==> src/rtl/ap_timer_pkg.sv <==
package ap_timer_pkg;
  typedef enum logic [2:0] {
    CMD_NOP = 3'd0,
    CMD_ACT = 3'd1,
    CMD_RD  = 3'd2,
    CMD_WR  = 3'd3,
    CMD_PRE = 3'd4,
    CMD_REF = 3'd5,
    CMD_MRS = 3'd6,
    CMD_RSV = 3'd7
  } cmd_e;

  // Follow-on command classes timed after an auto-precharge access
  localparam int CLS_RD = 0;
  localparam int CLS_WR = 1;
  localparam int CLS_PA = 2;
  localparam int NUM_CLS = 3;
endpackage

==> src/rtl/ap_gap_calc.sv <==
// Turns configuration into clock spacings and bank busy spans.
module ap_gap_calc #(
  parameter int CFGW = 6,
  parameter int CNTW = 9
) (
  input  logic [CFGW-1:0] cl_half,
  input  logic [CFGW-1:0] wl,
  input  logic [CFGW-1:0] bl,
  input  logic [CFGW-1:0] wtr,
  input  logic [CFGW-1:0] wr_rec,
  input  logic [CFGW-1:0] rp,
  output logic [CNTW-1:0] wra_rd_gap,
  output logic [CNTW-1:0] wra_wr_gap,
  output logic [CNTW-1:0] rda_rd_gap,
  output logic [CNTW-1:0] rda_wr_gap,
  output logic [CNTW-1:0] wra_span,
  output logic [CNTW-1:0] rda_span,
  output logic [CNTW-1:0] pre_span
);
  logic [CNTW-1:0] cl_clk, half_bl, wl_w, wtr_w, wr_w, rp_w, rda_lead;

  always_comb begin
    cl_clk   = (CNTW'(cl_half) + CNTW'(1)) >> 1;   // round half clocks up
    half_bl  = CNTW'(bl) >> 1;
    wl_w     = CNTW'(wl);
    wtr_w    = CNTW'(wtr);
    wr_w     = CNTW'(wr_rec);
    rp_w     = CNTW'(rp);
    rda_lead = cl_clk + half_bl + CNTW'(2);

    wra_rd_gap = wl_w + half_bl + wtr_w;
    wra_wr_gap = half_bl;
    rda_rd_gap = half_bl;
    rda_wr_gap = (rda_lead > wl_w) ? (rda_lead - wl_w) : '0;

    wra_span = wl_w + half_bl + wr_w + rp_w;
    rda_span = half_bl + rp_w;
    pre_span = rp_w;
  end
endmodule

==> src/rtl/ap_class_timer.sv <==
// Down-counter holding off one class of follow-on command.
module ap_class_timer #(
  parameter int CNTW = 9
) (
  input  logic            clk,
  input  logic            rst_n,
  input  logic            load,
  input  logic [CNTW-1:0] gap,
  output logic            clear
);
  logic [CNTW-1:0] cnt;

  always_ff @(posedge clk or negedge rst_n) begin
    if (!rst_n) begin
      cnt <= '0;
    end else if (load) begin
      cnt <= (gap == '0) ? '0 : gap - CNTW'(1);
    end else if (cnt != '0) begin
      cnt <= cnt - CNTW'(1);
    end
  end

  assign clear = (cnt == '0);
endmodule

==> src/rtl/ap_bank_tracker.sv <==
// Per-bank open flag and precharge-period counter.
module ap_bank_tracker
  import ap_timer_pkg::*;
#(
  parameter int NUM_BANKS = 4,
  parameter int BAW       = 2,
  parameter int CNTW      = 9
) (
  input  logic                 clk,
  input  logic                 rst_n,
  input  logic                 take,
  input  cmd_e                 code,
  input  logic                 ap,
  input  logic [BAW-1:0]       bank,
  input  logic [CNTW-1:0]      wra_span,
  input  logic [CNTW-1:0]      rda_span,
  input  logic [CNTW-1:0]      pre_span,
  output logic [NUM_BANKS-1:0] open_o,
  output logic [NUM_BANKS-1:0] quiet_o,
  output logic [NUM_BANKS-1:0] idle_o
);
  for (genvar b = 0; b < NUM_BANKS; b++) begin : g_bank
    logic [CNTW-1:0] busy;
    logic [CNTW-1:0] span;
    logic            is_open;
    logic            hit;
    logic            start;

    assign hit = take && (bank == BAW'(b));

    always_comb begin
      start = 1'b0;
      span  = '0;
      if (hit) begin
        case (code)
          CMD_PRE: begin start = 1'b1; span = pre_span; end
          CMD_RD:  if (ap) begin start = 1'b1; span = rda_span; end
          CMD_WR:  if (ap) begin start = 1'b1; span = wra_span; end
          default: ;
        endcase
      end
    end

    always_ff @(posedge clk or negedge rst_n) begin
      if (!rst_n) begin
        is_open <= 1'b0;
        busy    <= '0;
      end else begin
        if (hit && code == CMD_ACT) is_open <= 1'b1;
        else if (start)             is_open <= 1'b0;
        if (start)                  busy <= (span == '0) ? '0 : span - CNTW'(1);
        else if (busy != '0)        busy <= busy - CNTW'(1);
      end
    end

    assign open_o[b]  = is_open;
    assign quiet_o[b] = (busy == '0);
    assign idle_o[b]  = !is_open && (busy == '0);
  end
endmodule

==> src/rtl/ap_bank_timer.sv <==
module ap_bank_timer
  import ap_timer_pkg::*;
#(
  parameter int NUM_BANKS = 4,
  parameter int CFGW      = 6,
  parameter int CNTW      = 9,
  localparam int BAW      = $clog2(NUM_BANKS)
) (
  input  logic            clk,
  input  logic            rst_n,
  input  logic            cmd_valid,
  input  logic [2:0]      cmd_code,
  input  logic            cmd_ap,
  input  logic [BAW-1:0]  cmd_bank,
  input  logic [CFGW-1:0] cfg_cl_half,
  input  logic [CFGW-1:0] cfg_wl,
  input  logic [CFGW-1:0] cfg_bl,
  input  logic [CFGW-1:0] cfg_wtr,
  input  logic [CFGW-1:0] cfg_wr,
  input  logic [CFGW-1:0] cfg_rp,
  output logic            rdy_act,
  output logic            rdy_rd,
  output logic            rdy_wr,
  output logic            rdy_pre,
  output logic            rdy_ref,
  output logic            rdy_mrs,
  output logic            viol
);
  cmd_e                 code;
  logic                 cmd_ok;
  logic                 cmd_take;
  logic                 ap_load;
  logic [NUM_BANKS-1:0] open_v, quiet_v, idle_v;
  logic [NUM_CLS-1:0]   cls_clear;
  logic [CNTW-1:0]      cls_gap [NUM_CLS];
  logic [CNTW-1:0]      wra_rd_gap, wra_wr_gap, rda_rd_gap, rda_wr_gap;
  logic [CNTW-1:0]      wra_span, rda_span, pre_span;

  assign code = cmd_e'(cmd_code);

  ap_gap_calc #(.CFGW(CFGW), .CNTW(CNTW)) u_gap (
    .cl_half(cfg_cl_half), .wl(cfg_wl), .bl(cfg_bl), .wtr(cfg_wtr),
    .wr_rec(cfg_wr), .rp(cfg_rp),
    .wra_rd_gap(wra_rd_gap), .wra_wr_gap(wra_wr_gap),
    .rda_rd_gap(rda_rd_gap), .rda_wr_gap(rda_wr_gap),
    .wra_span(wra_span), .rda_span(rda_span), .pre_span(pre_span)
  );

  ap_bank_tracker #(.NUM_BANKS(NUM_BANKS), .BAW(BAW), .CNTW(CNTW)) u_banks (
    .clk(clk), .rst_n(rst_n), .take(cmd_take), .code(code), .ap(cmd_ap),
    .bank(cmd_bank), .wra_span(wra_span), .rda_span(rda_span),
    .pre_span(pre_span), .open_o(open_v), .quiet_o(quiet_v), .idle_o(idle_v)
  );

  // Spacing chosen by the earlier access type for each later class
  always_comb begin
    cls_gap[CLS_RD] = (code == CMD_WR) ? wra_rd_gap : rda_rd_gap;
    cls_gap[CLS_WR] = (code == CMD_WR) ? wra_wr_gap : rda_wr_gap;
    cls_gap[CLS_PA] = CNTW'(1);
  end

  assign ap_load = cmd_take && cmd_ap && (code == CMD_RD || code == CMD_WR);

  for (genvar c = 0; c < NUM_CLS; c++) begin : g_cls
    ap_class_timer #(.CNTW(CNTW)) u_timer (
      .clk(clk), .rst_n(rst_n), .load(ap_load),
      .gap(cls_gap[c]), .clear(cls_clear[c])
    );
  end

  always_comb begin
    rdy_act = idle_v[cmd_bank]  && cls_clear[CLS_PA];
    rdy_pre = quiet_v[cmd_bank] && cls_clear[CLS_PA];
    rdy_rd  = open_v[cmd_bank]  && cls_clear[CLS_RD];
    rdy_wr  = open_v[cmd_bank]  && cls_clear[CLS_WR];
    rdy_ref = &idle_v;
    rdy_mrs = &idle_v;
    case (code)
      CMD_NOP: cmd_ok = 1'b1;
      CMD_ACT: cmd_ok = rdy_act;
      CMD_RD:  cmd_ok = rdy_rd;
      CMD_WR:  cmd_ok = rdy_wr;
      CMD_PRE: cmd_ok = rdy_pre;
      CMD_REF: cmd_ok = rdy_ref;
      CMD_MRS: cmd_ok = rdy_mrs;
      default: cmd_ok = 1'b0;
    endcase
  end

  assign cmd_take = cmd_valid && cmd_ok;

  always_ff @(posedge clk or negedge rst_n) begin
    if (!rst_n)                    viol <= 1'b0;
    else if (cmd_valid && !cmd_ok) viol <= 1'b1;
  end
endmodule

==> config.mk <==
export PLATFORM = sky130hd
export DESIGN_NAME = ap_bank_timer
export DESIGN_NICKNAME = d
export VERILOG_FILES = /design/src/rtl/ap_timer_pkg.sv /design/src/rtl/ap_gap_calc.sv /design/src/rtl/ap_class_timer.sv /design/src/rtl/ap_bank_tracker.sv /design/src/rtl/ap_bank_timer.sv
export SDC_FILE = /design/constraint.sdc
export NUM_CORES = 1
export LEC_CHECK = 0
export BUFFER_PORTS_ARGS = -buffer_cell sky130_fd_sc_hd__buf_4
export CAP_MARGIN = 20
export CORE_MARGIN = 3
export CORE_UTILIZATION = 45
export DETAILED_ROUTE_END_ITERATION = 7
export HOLD_SLACK_MARGIN = 0.08
export PLACE_DENSITY = 0.61
export SLEW_MARGIN = 10
export SYNTH_ARGS = -nofsm -noshare
export SYNTH_HDL_FRONTEND = slang
export SYNTH_HIERARCHICAL = 1
export SYNTH_SLANG_ARGS = --single-unit
export TNS_END_PERCENT = 1
==> constraint.sdc <==
create_clock -name clk -period 7.1 [get_ports clk]
set_input_delay 0.355 -clock clk [delete_from_list [all_inputs] [get_ports clk]]
set_output_delay 0.355 -clock clk [all_outputs]
set_load 0.02 [all_outputs]
==> results.cfg, run 1 <==
[detailed_routing]
dr_total_vias = 6168
wl_um = 18000
drcViolationCount = 0
post_drt_wl_per_cell_um = 15.5
drt_pre_antenna_iters = 5
drt_iter0_markers = 292
ant_nets = 0
vias_per_cell = 5.32

[cts]
cts_hold_buf = 0
cts_resized = 0
cts-root-buf = clkbuf_16
cts_setup_buffers = 0
cts_tree = yes
cts_sinks = 68
numCtsBuffers = 9
clk-insertion-delay-late_ps = 340
clkTransAtPathRegs_ps = 60
htree_levels = 3
clk_path_buf_depth = 2

[timing]
rsz0062_at_grt = false
hold_viol = 0
finalSetupTns_ps = 0
hold_ws_ps = 127
max_freq_mhz = 198
relSlewSlack = 0.394
finalCritPeriodShare = 0.711
fin_crit_ps = 5050
fin_skew_ps = 10.3
slew_viol_final = 0
worstMarginPinSlew_ps = 909
setup_viol = 0

[floorplanning]
initial_core_util = 0.470
fp.dieW_um = 136
chipHeight_um = 136
num_io_pins = 52
core.rowCount = 46
dieArea_mm2 = 0.0186
core_area_mm2 = 0.0162

[place]
io_buffers = 50
gp_congestion = 0.821
place_hpwl_um = 14000

[outcome]
status = finished clean

[synth]
yosysMostFrequentCell = inv_1
synth_top_flop_cell = dfrtp_1
synth.top_cell.area_share = 0.223
synth_edf_count = 0
synth.largest_area_cell = dfrtp_1
synth_common_cells = 77 x inv_1, 74 x nor2_1, 68 x dfrtp_1, 62 x xnor2_1, 57 x nand2_1
synth_area_mm2 = 0.00763
ys_warn_count = 6
ys_ff_latch = 68
yosysSeqAreaShare = 0.223
synthTopCellsByArea = dfrtp_1 22%, ha_1 8.9%, xnor2_1 7.1%
synth_cell_types = 89
syn_inst = 883
syn_avg_cell_area_um2 = 8.64
async_flop_share = 1.00

[grt]
grt_max_degree = 69
grt_pass1_vias = 6161
grt_first_pass_wirelength_um = 30400
grt-ovfl-total = 0
grt_usage = 0.204
antenna_found_initial = 0

[power]
p_leak_nw = 3.82
power_density_mw_per_mm2 = 300
vdd_ir_drop_max_mv = 0.129

[critical_path]
cpMaxStageDelayCell = or4b_1
endpoint_kind = flop
cpPeakStageDelay_ps = 530
worst-path-max-fanout = 6
cpMostUsedCell = ha_1
crit_chain = buf_4, ha_1, xnor2_1, ha_1, inv_1, ha_1, fa_1, a21o_1, a21oi_1, xnor2_1, ha_1, nand3_1, nor3_2, a2111oi_4, o21a_2, nor2_1, mux2_1, inv_1, ha_1, or4b_1, o21ai_2, nor2_1, o22a_1
worstPathRequired_ps = 7320
critPathArrivalTime_ps = 5270
worst_setup_path_start_kind = input pin
crit_type = input pin to flop

[final_layout]
seqCellArea_mm2 = 0.00170
n_antenna_cell = 0
syn_to_final_growth_pct = 10.3
drive_above_1_share = 0.149
n_fill_cell = 1600
multi_input_area_mm2 = 0.00543
nets = 1051

[hold_path]
hold_path.class = input pin to async pin

[job]
cap_violations = 0
-- placed cells by master (no fill, tap or decap), drive strengths merged, types with 5 or more instances in the layout --
cell,count
a211oi,8
a21o,10
a21oi,51
buf,52
clkbuf,11
conb,50
dfrtp,68
fa,12
ha,54
inv,80
mux2,23
mux2i,16
nand2,58
nand2b,8
nand3,18
nor2,79
nor2b,9
nor3,22
nor3b,6
nor4,23
o21a,5
o21ai,29
o21bai,10
o22ai,48
o31ai,8
o32ai,8
or2,7
or3b,5
or4,7
or4b,6
xnor2,62
xor2,31
-- metal layers --
metal | GRT usage | part of all wire | vias to the layer above
met3 | 0.0255 | 0.034 | 14
met4 | 0.0482 | 0.013 | 0
li1 | - | - | 3186
met5 | 0 | 0 | -
met1 | 0.292 | 0.50 | 2846
met2 | 0.328 | 0.45 | 122
-- flip-flops by register name, indices dropped and copies added, names as in the netlist --
name                    cells
u_banks/g_bank.busy        36
g_cls.u_timer/cnt          27
u_banks/g_bank.is_open      4
viol                        1
-- power breakdown --
part,total [mW],leakage (nW),switching [mW],internal (mW)
Combinational,1.27,2.83,0.639,0.635
Clock,0.491,0.158,0.167,0.324
Sequential,0.757,0.827,0.188,0.569
-- worst paths after layout --
path	startpoint	end	slack, ps	depth (start not counted)
min in group clk	cmd_valid	viol	290	2
max in group asynchronous	rst_n	g_cls[1].u_timer/cnt[6]	6370	1
worst max-delay path	cfg_cl_half[0]	g_cls[1].u_timer/cnt[3]	2050	23
worst min register to register	viol	viol	490	1
worst max register to register	u_banks/g_bank[1].busy[0]	u_banks/g_bank[2].busy[3]	2430	19
worst min-delay path	rst_n	g_cls[2].u_timer/cnt[8]	130	1
-- area by class of cell --
| cell class | instances | share of cell area |
|---|---|---|
| clock buffer | 11 | 0.0300 |
| clock inverter | 4 | 0.00862 |
| inverter | 80 | 0.0357 |
| multi-input combinational | 729 | 0.645 |
| sequential | 68 | 0.202 |
| tap | 216 | 0.0321 |
| timing repair buffer | 52 | 0.0464 |
-- cells by family (layout without fill, tap and decap cells) --
kind of cell,Yosys count,after routing,share of synthesized area
AND/OR/NAND/NOR,272,272,0.207
AO/OA/AOI/OAI,208,208,0.189
buffers and inverters,133,147,0.0907
XOR/XNOR,93,93,0.107
flip-flops,68,68,0.223
adder cells (fa/ha/maj),66,66,0.120
multiplexers,40,40,0.0615
other,3,50,0.00148
-- critical path: cells and delay by family --
kind	cells	cell delay, ps
AOI/OAI and AO/OA	6	1450
xor gates and xnor gates	2	330
adders and majority gates	6	1700
and+or+nand+nor	5	910
muxes	1	330
buffers and inverters	3	230
-- per-stage QoR --
stage               total power [mW]  instance area, um2  setup WS (ps)  instances   util
floorplan                       1.78                7800           2230        930      -
global placement                2.01                8090           1780       1145  0.498
detailed placement              2.02                8090           1730       1145  0.498
CTS                             2.53                8410           2070       1160  0.518
global route                    2.75                8410           1710       1160  0.518
finish                          2.52                8410           2050       1160  0.518
Power figures use the tool's default switching activity.
==> run 2: changes to the inputs <==
==> constraint.sdc (replaced) <==
create_clock -name clk -period 5 [get_ports clk]
set_input_delay 0.25 -clock clk [delete_from_list [all_inputs] [get_ports clk]]
set_output_delay 0.25 -clock clk [all_outputs]
set_load 0.02 [all_outputs]
==> run 2 against run 1 <==
  * Wire length increased by 2.4%
  * Clock power increased by 44%
  * Final cell count increased by 2.0%
  * Critical path depth decreased by 1
  * Largest power group unchanged
  * Register-to-register slack got worse by 1800 ps
  * Utilization increased by 1.1 points
  * Critical path type unchanged
  * Sequential power increased by 43%
  * Highest routed layer unchanged
  * Hold slack improved by 46 ps
  * Global-route usage increased by 0.12 points
  * Design area increased by 2.1%
  * Sequential share of layout area decreased by 0.42 points
  * Clock skew increased by 5.0 ps
==> results.cfg, run 2 (synthesized netlist as in run 1, its figures left out) <==
[outcome]
status = finished clean

[final_layout]
drive_above_1_share = 0.171
largest_reg_flops = 36
largestRegisters = u_banks/g_bank.busy: 36 flops, g_cls.u_timer/cnt: 27 flops, u_banks/g_bank.is_open: 4 flops
regMostFlops = u_banks/g_bank.busy
syn_to_final_growth_pct = 12.6
layout_common_cells = 77 x inv_1, 74 x nor2_1, 73 x buf_4, 68 x dfrtp_1, 62 x xnor2_1
n_antenna_cell = 0
nets = 1073
stdcell_area_mm2 = 0.00859
stdcell_count = 1183
final_common_cell = inv_1

[job]
cap_violations = 0

[critical_path]
worstPathRequired_ps = 5190
cpMostUsedCell = ha_1
regToRegStartpoint = u_banks/g_bank[2].busy[5]
ff2ff_path_depth = 17
endpoint_kind = flop
r2r_setup_slack_ps = 610
critPathArrivalTime_ps = 4870
cpMaxStageDelayCell = nor4_1
r2r_end = u_banks/g_bank[2].busy[3]
cpPeakStageDelay_ps = 530
crit_chain = buf_4, ha_1, xnor2_1, ha_1, inv_1, ha_1, fa_1, a21o_1, a21oi_1, xnor2_1, ha_1, nand3_1, nor3_2, a2111oi_4, and4bb_1, o21bai_1, mux2_1, buf_4, nor4_1, nor4_2, o21ai_0, o31ai_1
crit_type = input pin to flop
worst_setup_path_start_kind = input pin
worst-path-max-fanout = 5

[grt]
grt_max_degree = 69
grt_usage = 0.205
grt_pass1_vias = 6187
antenna_found_initial = 0
grt-ovfl-total = 0
grt_first_pass_wirelength_um = 30500

[detailed_routing]
vias_per_cell = 5.38
dr_total_vias = 6362
drt_iter0_markers = 346
drt_pre_antenna_iters = 5
drcViolationCount = 0
ant_nets = 0
wl_um = 18400
post_drt_wl_per_cell_um = 15.6

[floorplanning]
num_io_pins = 52
fp.dieW_um = 136
dieArea_mm2 = 0.0186
core_area_mm2 = 0.0162
initial_core_util = 0.470
core.rowCount = 46
chipHeight_um = 136

[hold_path]
holdPathEnd = viol
hp-start = cmd_valid
hold_path.class = input pin to flop
hold_depth = 2

[timing]
setup_viol = 0
fin_skew_ps = 15.3
fin_crit_ps = 4680
worstMarginPinSlew_ps = 887
slew_viol_final = 0
finalCritPeriodShare = 0.936
hold_viol = 0
relSlewSlack = 0.408
max_freq_mhz = 214

[cts]
cts_setup_buffers = 0
clkTransAtPathRegs_ps = 60
cts-root-buf = clkbuf_16
clk_path_buf_depth = 2
numCtsBuffers = 9
cts_sinks = 68
cts_tree = yes
htree_levels = 3
clk-insertion-delay-late_ps = 350

[place]
dp_cells = 1166
io_buffers = 50
place_hpwl_um = 14400
dpl_cell_area_mm2 = 0.00825
gp_congestion = 0.854

[power]
p_leak_nw = 3.93
power_density_mw_per_mm2 = 427
finalPower_mw = 3.67
vdd_ir_drop_max_mv = 0.247
==> run 2: changes by cell type in the layout (fill, tap and decap cells not counted), sizes merged <==
cell,change
inv,+1
dlygate4sd3,+1
buf,+21
clkbuf,-2
clkinv,+2
==> run 2: what timing repair did <==
action                     in CTS  in global routing
gates resized for setup         0                  2
hold buffers                    1                  0
hold endpoints to repair       24                  0
setup endpoints to repair       0                  2
==> run 2: through the flow <==
| step | utilization | hold slack, ps | TNS [ps] | setup slack [ps] |
|---|---|---|---|---|
| finish | 0.529 | 174 | 0 | 319 |
| global route | 0.529 | 192 | -5.04 | -5.04 |
| CTS | 0.529 | 165 | 0 | 300 |
| detailed placement | 0.508 | 431 | -167 | -43.4 |
| global placement | 0.508 | 439 | 0 | 13.9 |
| floorplan | - | -45.6 | 0 | 233 |
==> run 2: cell type report <==
| cell class | count | area [um2] |
|---|---|---|
| tap | 216 | 270 |
| clock inverter | 7 | 98.8 |
| multi-input combinational | 729 | 5440 |
| fill | 1580 | 7640 |
| clock buffer | 9 | 225 |
| inverter | 80 | 300 |
| timing repair buffer | 74 | 558 |
| sequential | 68 | 1700 |
==> run 2: power by group <==
group / switching, mW / internal, mW / total (mW)
clock: 0.267 / 0.439 / 0.706
combinational: 0.926 / 0.958 / 1.88
sequential: 0.269 / 0.808 / 1.08
==> run 2: worst max path at each step <==
stage | startpoint | end | slack [ps] | depth (start not counted)
2_1_floorplan | cfg_cl_half[0] | g_cls[1].u_timer/cnt[3] | 230 | 22
3_3_place_gp | cfg_cl_half[0] | g_cls[1].u_timer/cnt[5] | 10 | 23
3_5_place_dp | cfg_cl_half[0] | g_cls[1].u_timer/cnt[5] | -40 | 23
4_1_cts | cfg_cl_half[0] | g_cls[1].u_timer/cnt[5] | 300 | 23
5_1_grt | cfg_cl_half[0] | g_cls[1].u_timer/cnt[6] | -5 | 22
6_report | cfg_cl_half[0] | g_cls[1].u_timer/cnt[6] | 320 | 22
==> run 2: layer usage <==
layer  global-route usage  wire length (um)
met1                0.288              8930
met3               0.0259               642
met5                    0                 0
met4               0.0649               321
met2                0.329              8510
==> run 2: critical path, delay by kind of cell <==
kind	cells	cell delay (ps)
buffers and inverters	3	320
muxes	1	330
adders and majority gates	5	1450
AOI/OAI and AO/OA	6	1170
and+or+nand+nor	5	1060
xor gates and xnor gates	2	290
==> run 3: changes to the inputs <==
--- a/config.mk
+++ b/config.mk
@@ -9,6 +9,7 @@
 export CAP_MARGIN = 20
 export CORE_MARGIN = 3
 export CORE_UTILIZATION = 45
+export CTS_BUF_LIST = sky130_fd_sc_hd__clkbuf_2 sky130_fd_sc_hd__clkbuf_4 sky130_fd_sc_hd__clkbuf_8
 export DETAILED_ROUTE_END_ITERATION = 7
 export HOLD_SLACK_MARGIN = 0.08
 export PLACE_DENSITY = 0.61
==> run 3 against run 2 <==
  * Sequential cell count is the same
  * Sequential share of layout area up 0.24 points
  * Count of clock-buffer cells in the layout unchanged
  * Sequential power about the same
  * Clock skew up 7.4 ps
  * Highest routed layer unchanged
  * Die area unchanged
==> results.cfg, run 3 (synthesized netlist as in run 1, its figures left out) <==
[critical_path]
worst-path-max-fanout = 5
ff2ff_path_depth = 17
crit_type = input pin to flop
regToRegStartpoint = u_banks/g_bank[2].busy[5]
startpoint = cfg_cl_half[0]
worstPathRequired_ps = 5200
critPathArrivalTime_ps = 4860
worst_setup_path_start_kind = input pin
endpoint_kind = flop

[timing]
worstMarginPinSlew_ps = 892
max_freq_mhz = 215
rsz0062_at_grt = false
finalCritPeriodShare = 0.932
fin_ws_ps = 339
hold_viol = 0
fin_crit_ps = 4660
slew_viol_final = 0
fin_skew_ps = 22.7
relSlewSlack = 0.405
hold_ws_ps = 152
setup_viol = 0

[place]
io_buffers = 50
dp_cells = 1166
pre_cts_ws_ps = -43.4
gp_congestion = 0.854
dpl_cell_area_mm2 = 0.00825
place_hpwl_um = 14400

[power]
p_sw_mw = 1.44
clkPwrFrac = 0.152
p_leak_nw = 3.88
switching_share = 0.413
p_int_mw = 2.05
comb_power_share = 0.541
vdd_ir_drop_max_mv = 0.247
seqPwrFrac = 0.308
power_density_mw_per_mm2 = 411
finalPower_mw = 3.49

[detailed_routing]
drt_pre_antenna_iters = 5
vias_per_cell = 5.40
ant_nets = 0
dr_total_vias = 6389
wl_um = 18400
post_drt_wl_per_cell_um = 15.6
drt_iter0_markers = 343
drcViolationCount = 0

[final_layout]
n_fill_cell = 1597
n_antenna_cell = 0
multi_input_area_mm2 = 0.00544
nets = 1073
syn_to_final_growth_pct = 11.3
regMostFlops = u_banks/g_bank.busy
seqCellArea_mm2 = 0.00170
stdcell_count = 1183
layout_common_cells = 77 x inv_1, 74 x nor2_1, 73 x buf_4, 68 x dfrtp_1, 62 x xnor2_1
drive_above_1_share = 0.171
largest_reg_flops = 36
stdcell_area_mm2 = 0.00849
final_common_cell = inv_1
largestRegisters = u_banks/g_bank.busy: 36 flops, g_cls.u_timer/cnt: 27 flops, u_banks/g_bank.is_open: 4 flops

[cts]
clkTransAtPathRegs_ps = 90
cts_setup_buffers = 0
numCtsBuffers = 9
clk_path_buf_depth = 2
cts_tree = yes
cts-root-buf = clkbuf_8
clk-insertion-delay-late_ps = 370
htree_levels = 3
cts_sinks = 68

[floorplanning]
chipHeight_um = 136
core.rowCount = 46
fp.dieW_um = 136
num_io_pins = 52
dieArea_mm2 = 0.0186
core_area_mm2 = 0.0162
initial_core_util = 0.470

[job]
cap_violations = 0

[outcome]
status = finished clean

[hold_path]
hp-start = cmd_valid
hold_path.class = input pin to flop
hold_depth = 2

[grt]
grt_usage = 0.204
grt_pass1_vias = 6164
grt-ovfl-total = 0
grt_max_degree = 69
antenna_found_initial = 0
grt_first_pass_wirelength_um = 30500
-- run 3: changes by cell type in the layout (fill, tap and decap cells not counted) --
| cell | previous run | this run |
|---|---|---|
| clkbuf_8 | 0 | 9 |
| clkbuf_16 | 9 | 0 |
-- run 3: power groups by stage --
stage	logic (mW)	registers, mW	clock network [mW]
2_1_floorplan	1.51	1.02	0
3_3_place_gp	1.84	1.08	0
3_5_place_dp	1.87	1.08	0
4_1_cts	1.88	1.07	0.545
5_1_grt	2.12	1.11	0.560
6_report	1.89	1.07	0.529
-- run 3: final cells by class --
cell class | instances | area share
Sequential cell | 68 | 0.200
Tap cell | 216 | 0.0318
Clock buffer | 9 | 0.0146
Multi-Input combinational cell | 729 | 0.640
Inverter | 80 | 0.0354
Clock inverter | 7 | 0.0116
Timing Repair Buffer | 74 | 0.0657
-- run 3: path summary, 6_finish.rpt --
path	slack [ps]	endpoint
worst max register to register	610	u_banks/g_bank[2].busy[3]
max in group asynchronous	3860	u_banks/g_bank[2].busy[4]
worst max-delay path	340	g_cls[1].u_timer/cnt[6]
worst min-delay path	150	viol
min in group asynchronous	540	g_cls[2].u_timer/cnt[2]
worst min register to register	500	viol
-- run 3: through the flow --
| stage | utilization | setup TNS [ps] |
|---|---|---|
| floorplan | - | 0 |
| global placement | 0.508 | 0 |
| detailed placement | 0.508 | -167 |
| CTS | 0.522 | 0 |
| global route | 0.523 | 0 |
| finish | 0.523 | 0 |
-- run 3: critical path, cell delays in order --
cell	delay [ps]
buf_4	120
ha_1	220
xnor2_1	140
ha_1	270
inv_1	40
ha_1	210
fa_1	470
a21o_1	170
a21oi_1	170
xnor2_1	160
ha_1	280
nand3_1	130
nor3_2	80
a2111oi_4	400
and4bb_1	240
o21bai_1	150
mux2_1	330
buf_4	160
nor4_1	530
nor4_2	80
o21ai_0	180
o31ai_1	100
-- run 3: per-layer routing --
metal / global-route usage / share of wire / vias to the layer above
met5: 0 / 0 / -
met4: 0.0582 / 0.018 / 0
met3: 0.0248 / 0.043 / 25
met2: 0.326 / 0.46 / 147
met1: 0.290 / 0.48 / 2984
li1: - / - / 3233
-- run 3: timing repair --
action,4_1_cts,5_1_grt
setup endpoints to repair,0,1
endpoints found under the hold margin,68,0
resized for setup,0,2
hold buffers,1,0
